**src/rtl/tsd_pkg.sv**
```systemverilog
package tsd_pkg;
  localparam int TSD_LINE_DFLT  = 64;
  localparam int TSD_LANES_DFLT = 16;

  function automatic int tsd_idx_w(input int n);
    return (n > 1) ? $clog2(n) : 1;
  endfunction
endpackage

```
**src/rtl/tsd_rst_sync.sv**
```systemverilog
module tsd_rst_sync (
  input  logic clk,
  input  logic rst_n,
  output logic rst_sync
);
  logic stage1_q;
  logic stage2_q;

  always_ff @(posedge clk or negedge rst_n) begin
    if (!rst_n) begin
      stage1_q <= 1'b0;
      stage2_q <= 1'b0;
    end else begin
      stage1_q <= 1'b1;
      stage2_q <= stage1_q;
    end
  end

  assign rst_sync = stage2_q;
endmodule

```
**src/rtl/tsd_tap_line.sv**
```systemverilog
module tsd_tap_line #(
  parameter int LEN = 64
) (
  input  logic           clk,
  input  logic           rst_n,
  input  logic           bit_in,
  output logic [LEN-1:0] taps
);
  localparam int STAGES = LEN - 1;

  logic [STAGES-1:0] sr_q;
  logic [STAGES-1:0] sr_nxt;

  always_comb begin
    sr_nxt = {sr_q[STAGES-2:0], bit_in};
  end

  always_ff @(posedge clk or negedge rst_n) begin
    if (!rst_n) sr_q <= '0;
    else        sr_q <= sr_nxt;
  end

  // position 0 is the live input, position k is the input k clocks ago
  assign taps = {sr_q, bit_in};
endmodule

```
**src/rtl/tsd_tap_bank.sv**
```systemverilog
module tsd_tap_bank #(
  parameter int NL = 16,
  parameter int TW = 6,
  parameter int LW = 4
) (
  input  logic           clk,
  input  logic           rst_n,
  input  logic           ws_edge,
  input  logic           cfg_we,
  input  logic [LW-1:0]  cfg_lane,
  input  logic [TW-1:0]  cfg_tap,
  output logic [NL*TW-1:0] tap_pend,
  output logic [NL*TW-1:0] tap_act
);
  for (genvar i = 0; i < NL; i++) begin : g_lane
    logic [TW-1:0] pend_q, pend_nxt;
    logic [TW-1:0] act_q, act_nxt;
    logic          wr_hit;

    assign wr_hit = cfg_we && (cfg_lane == LW'(i));

    always_comb begin
      pend_nxt = pend_q;
      act_nxt  = act_q;
      if (wr_hit)  pend_nxt = cfg_tap;
      if (ws_edge) act_nxt  = pend_q;
    end

    always_ff @(posedge clk or negedge rst_n) begin
      if (!rst_n) begin
        pend_q <= '0;
        act_q  <= '0;
      end else begin
        pend_q <= pend_nxt;
        act_q  <= act_nxt;
      end
    end

    assign tap_pend[i*TW +: TW] = pend_q;
    assign tap_act[i*TW +: TW]  = act_q;
  end
endmodule

```
**src/rtl/tsd_lane_out.sv**
```systemverilog
module tsd_lane_out #(
  parameter int NL  = 16,
  parameter int LEN = 64,
  parameter int TW  = 6
) (
  input  logic             clk,
  input  logic             rst_n,
  input  logic [LEN-1:0]   d_taps,
  input  logic [LEN-1:0]   w_taps,
  input  logic [NL*TW-1:0] tap_act,
  output logic [NL-1:0]    lane_sd,
  output logic [NL-1:0]    lane_ws
);
  for (genvar i = 0; i < NL; i++) begin : g_out
    logic [TW-1:0] sel;
    logic          d_nxt, w_nxt;
    logic          d_q, w_q;

    assign sel = tap_act[i*TW +: TW];

    always_comb begin
      d_nxt = d_taps[sel];
      w_nxt = w_taps[sel];
    end

    always_ff @(negedge clk or negedge rst_n) begin
      if (!rst_n) begin
        d_q <= 1'b0;
        w_q <= 1'b0;
      end else begin
        d_q <= d_nxt;
        w_q <= w_nxt;
      end
    end

    assign lane_sd[i] = d_q;
    assign lane_ws[i] = w_q;
  end
endmodule

```
**src/rtl/tapped_stream_delay.sv**
```systemverilog
module tapped_stream_delay
  import tsd_pkg::*;
#(
  parameter int LEN = TSD_LINE_DFLT,
  parameter int NL  = TSD_LANES_DFLT,
  localparam int TW = tsd_idx_w(LEN),
  localparam int LW = tsd_idx_w(NL)
) (
  input  logic          bclk,
  input  logic          rst_n,
  input  logic          sd_in,
  input  logic          ws_in,
  input  logic          cfg_we,
  input  logic [LW-1:0] cfg_lane,
  input  logic [TW-1:0] cfg_tap,
  output logic [NL-1:0] lane_sd,
  output logic [NL-1:0] lane_ws
);
  logic             rst_sync;
  logic [LEN-1:0]   d_taps;
  logic [LEN-1:0]   w_taps;
  logic [NL*TW-1:0] tap_pend;
  logic [NL*TW-1:0] tap_act;
  logic             ws_edge;

  tsd_rst_sync u_rst (
    .clk      (bclk),
    .rst_n    (rst_n),
    .rst_sync (rst_sync)
  );

  tsd_tap_line #(.LEN(LEN)) u_dline (
    .clk    (bclk),
    .rst_n  (rst_sync),
    .bit_in (sd_in),
    .taps   (d_taps)
  );

  tsd_tap_line #(.LEN(LEN)) u_wline (
    .clk    (bclk),
    .rst_n  (rst_sync),
    .bit_in (ws_in),
    .taps   (w_taps)
  );

  // word boundary: incoming select differs from the previous bit's select
  assign ws_edge = w_taps[0] ^ w_taps[1];

  tsd_tap_bank #(.NL(NL), .TW(TW), .LW(LW)) u_bank (
    .clk      (bclk),
    .rst_n    (rst_sync),
    .ws_edge  (ws_edge),
    .cfg_we   (cfg_we),
    .cfg_lane (cfg_lane),
    .cfg_tap  (cfg_tap),
    .tap_pend (tap_pend),
    .tap_act  (tap_act)
  );

  tsd_lane_out #(.NL(NL), .LEN(LEN), .TW(TW)) u_out (
    .clk     (bclk),
    .rst_n   (rst_sync),
    .d_taps  (d_taps),
    .w_taps  (w_taps),
    .tap_act (tap_act),
    .lane_sd (lane_sd),
    .lane_ws (lane_ws)
  );
endmodule

```
**config.mk**
```make
export PLATFORM = sky130hd
export DESIGN_NAME = tapped_stream_delay
export DESIGN_NICKNAME = d
export VERILOG_FILES = /design/src/rtl/tsd_pkg.sv /design/src/rtl/tsd_rst_sync.sv /design/src/rtl/tsd_tap_line.sv /design/src/rtl/tsd_tap_bank.sv /design/src/rtl/tsd_lane_out.sv /design/src/rtl/tapped_stream_delay.sv
export SDC_FILE = /design/constraint.sdc
export NUM_CORES = 1
export LEC_CHECK = 0
export BUFFER_PORTS_ARGS = -buffer_cell sky130_fd_sc_hd__buf_2
export CORE_MARGIN = 1.5
export CORE_UTILIZATION = 40
export DETAILED_ROUTE_END_ITERATION = 10
export HOLD_SLACK_MARGIN = 0.15
export SYNTH_ARGS = -nofsm -noshare
export SYNTH_HDL_FRONTEND = slang
export SYNTH_SLANG_ARGS = --single-unit
```
**constraint.sdc**
```tcl
create_clock -name bclk -period 13.3 [get_ports bclk]
set_clock_uncertainty 0.2 [all_clocks]
set_input_delay 0.665 -clock bclk [delete_from_list [all_inputs] [get_ports bclk]]
set_output_delay 0.665 -clock bclk [all_outputs]
set_load 0.1 [all_outputs]
```
### After elaboration in Yosys (flattened, before gate mapping)

Index checks and enable logic that the tools add are counted.

| word-level totals | value |
|---|---|
| flip-flop bits (word level) | 352 |
| input port bits | 15 |
| output and inout bits | 32 |
| logic and storage cells | 181 |

| cells by class | value |
|---|---|
| $lt $le $gt $ge | 16 |
| eq/ne operators | 15 |
| multiplexer cells | 64 |
| bitwise operators | 1 |
| reduce and logical (&&, ||, !) cells | 17 |

Operators by type and width:

| operator | count |
|---|---|
| 1-bit binary-select mux with 6-bit select | 32 |
| 6-bit by 7-bit < comparator with 1-bit output (second input constant) | 16 |
| 4-bit == test (second input constant) | 8 |
| 1-bit two-way mux | 32 |
| 4-bit by 3-bit == test with 1-bit output (second input constant) | 4 |
| 1-bit logical AND | 16 |
| 4-bit by 2-bit == test with 1-bit output (second input constant) | 2 |
| 4-bit by 1-bit == test with 1-bit output (second input constant) | 1 |
| 4-bit zero test | 1 |
| 1-bit bitwise XOR | 1 |

### Depth between registers and ports, before layout

| depth | value |
|---|---|
| depth after elaboration | 2 |
| gate-level depth with buffers | 8 |
| gate-level depth less buffers | 5 |

### Cells and area by module

From an unflattened synthesis, not the netlist that was laid out.

| unflattened totals | value |
|---|---|
| cells, all modules | 2048 |
| area, all modules | 29051.6 um2 |

Modules (own cells, without submodules):

| module | instances | cells each | area each (um2) | sequential area each (um2) |
|---|---|---|---|---|
| tsd_lane_out | 1 | 1485 | 18625.4 | 800.8 |
| tsd_tap_bank | 1 | 431 | 7195.7 | 4804.6 |
| tsd_tap_line | 2 | 64 | 1584.0 | 1576.5 |
| tsd_rst_sync | 1 | 3 | 53.8 | 50.0 |
| tapped_stream_delay | 1 | 1 | 8.8 | 0.0 |

==> impl_metrics.tcl <==
set metrics [dict create \
    hpwlAfterDp_mm 69.0 \
    crit_path_max_fanout 33 \
    drv_cap 0 \
    status "finished clean" \
    core_area_um2 72800 \
    async_flop_share_pct 100 \
    syn_area_per_cell_um2 14.1 \
    die-area_um2 75000 \
    drive_gt1_share_pct 48.6 \
    hold_viol_final 0 \
    synth-seq-cells 352 \
    grt_pass1_vias 21900 \
    reg2regPathDepth 5 \
    ir_worst_vdd_uv 109 \
    hold_depth 0 \
    min_from "u_rst.stage1_q" \
    synth_cells 2081 \
    grt_pass1_wl_mm 162 \
    endpoint_kind "flop" \
    synth_area_leaders "mux4_2 (37%), dfrtp_1 (27%), mux2_2 (8.6%)" \
    nNetsFinal 1880 \
    clk_latency_ns 0.61 \
    synthTopCellsByCount "mux4_2 (488), dfrtp_1 (320), mux2_2 (225), clkbuf_1 (187), buf_2 (69)" \
    ff_latch_area_um2 8830 \
    setup_viol 0 \
    drtIter0Drc 3314 \
    seq_area_frac_synth_pct 30.0 \
    synth_cell_type_count 52 \
    initial_core_util_pct 40.3 \
    grt_setup_unrepaired "no" \
    min_path_type "reg -> reg" \
    syn-num-nets 2096 \
    ant_nets 0 \
    synth.top_cell.area_share_pct 37.4 \
    gp_congestion 0.977 \
    grt_start_max_net_pins 148 \
    worstPathRequired_ns 6.84 \
    cts_num_sinks 352 \
    synth_edf_count 0 \
    yosys_warnings 0 \
    vias_per_cell 7.78 \
    grt_antenna_before_repair 4 \
    numCtsBuffers 40 \
    crit_arrival_ns 3.23 \
    cts.reportedPaths.clkPinSlew_ns 0.06 \
    fillers 6583 \
    yosys.area.top_type "mux4_2" \
    die_w_um 274 \
    cts_max_path_buffers 3 \
    cts_max_level 2 \
    start_kind "flop" \
    p_total_w 0.00594 \
    cts_tree "yes" \
    die_y_um 274 \
    port_buffers 46 \
    drc 0 \
    dr.pass1.iters 6 \
    r2r_setup_slack_ns 3.61 \
    syn2layout_area_growth_pct 3.54 \
    multiInputGateArea_um2 18400 \
    leakagePower_nw 10.7 \
    hold_path_end "u_rst.rst_sync" \
    io_pins 47 \
    fin_setup_tns_ns 0 \
    synth_area_um2 29400 \
    critical_path_class "reg -> reg" \
    wirelength_mm 112 \
    grt_util_all_layers_pct 30.1 \
    worst_slew_pin_slew_ns 1.22 \
    reg2reg_to "u_out.g_out[12].d_q" \
    rr_startpoint "u_bank.g_lane[12].act_q[0]" \
    wl_per_cell_um 39.4 \
    maxSlewHeadroom_pct 18.6 \
    num_vias 22200 \
    rows 99 \
    cts_resized 0 \
    powerDensity_nw_per_um2 195 \
    synth_most_common_cell "mux4_2" \
    grt_overflow_total 0 \
    cts_root_buffer "clkbuf_16" \
    synth_flop_cell "dfrtp_1" \
    final_max_slew_viol_count 0 \
]
[stage by stage]
| step | area (um2) | instances | hold WS [ns] | setup WS (ns) | utilization [%] |
|---|---|---|---|---|---|
| global route | 30400 | 2855 | 0.169 | 3.43 | 41.7 |
| CTS | 30400 | 2855 | 0.159 | 3.64 | 41.7 |
| finish | 30400 | 2856 | 0.152 | 3.61 | 41.7 |
| detailed placement | 29100 | 2779 | 0.0798 | 3.66 | 39.9 |
| floorplan | 29400 | 2081 | 0.131 | 0.889 | - |
| global placement | 29100 | 2779 | 0.0746 | 3.66 | 39.9 |
[worst max path at each step]
stage | from | to | slack, ns | cells after the start
floorplan | u_rst.rst_sync | u_out.g_out[0].d_q | 0.89 | 0
global placement | u_bank.g_lane[12].act_q[0] | u_out.g_out[12].w_q | 3.66 | 5
detailed placement | u_bank.g_lane[12].act_q[0] | u_out.g_out[12].w_q | 3.66 | 5
CTS | u_bank.g_lane[12].act_q[0] | u_out.g_out[12].w_q | 3.64 | 5
global route | u_bank.g_lane[12].act_q[0] | u_out.g_out[12].d_q | 3.43 | 5
finish | u_bank.g_lane[12].act_q[0] | u_out.g_out[12].d_q | 3.61 | 5
[state kept, by name, summed over array words and instances (netlist names)]
signal	cells
u_out.g_out.d_q	16
u_bank.g_lane.pend_q	96
u_dline.sr_q	63
u_out.g_out.w_q	16
u_rst.stage1_q	1
u_bank.g_lane.act_q	96
u_rst.rst_sync	1
u_wline.sr_q	63
[metal layers]
metal  vias up  global-route usage [%]  part of all wire (%)
li1       8119                       -                     -
met1     11300                    39.1                    35
met2      2222                    43.0                    43
met3       542                    11.5                    16
met4        10                    16.7                   7.2
met5         -                   0.449                 0.084
[where the power goes]
group	switching (W)	total, W	leakage (nW)	internal (W)
logic	0.00148	0.00288	5.84	0.00140
clock network	0.000481	0.00112	0.638	0.000640
registers	0.000639	0.00194	4.27	0.00130
[cell type report]
cell class	instances	area share, %
clock inverters	14	0.453
repair buffers	102	2.24
diodes	1	0.00823
multi-input cells	1368	60.5
well taps	959	3.95
flip-flops and latches	352	29.1
inverters	1	0.0123
clock buffers	59	3.79
[critical path: stages, from the launching register on]
cell and delay (ns):
dfrtp_2 1.09, mux4_2 0.60, mux2i_1 0.47, nor2_1 0.09, o31ai_1 0.22, o41ai_1 0.16
[cell usage in the layout (no fill, tap or decap), drive strengths merged, types with 45 or more instances in the layout]
cell      n
clkbuf   59
nor2b    60
buf     100
mux2    225
mux4    506
o21ai    58
o22ai    52
dfrtp   320
a31oi    45
mux2i    62
[cells by family (layout without fill, tap and decap cells)]
family / count (synthesis) / after routing / synth area share [%]
buffers and inverters: 361 / 176 / 7.41
AND/OR/NAND/NOR: 265 / 265 / 4.90
other: 1 / 2 / 0.0128
multiplexers: 793 / 793 / 49.8
flip-flops: 352 / 352 / 30.0
XOR/XNOR: 1 / 1 / 0.0554
AO/OA/AOI/OAI: 308 / 308 / 7.85
[what timing repair did]
action | 4_1_cts | 5_1_grt
endpoints found under the setup margin | 0 | 0
hold buffers | 3 | 0
endpoints found under the hold margin | 32 | 0
setup buffers | 0 | 0
(Power assumes the default switching activity.)
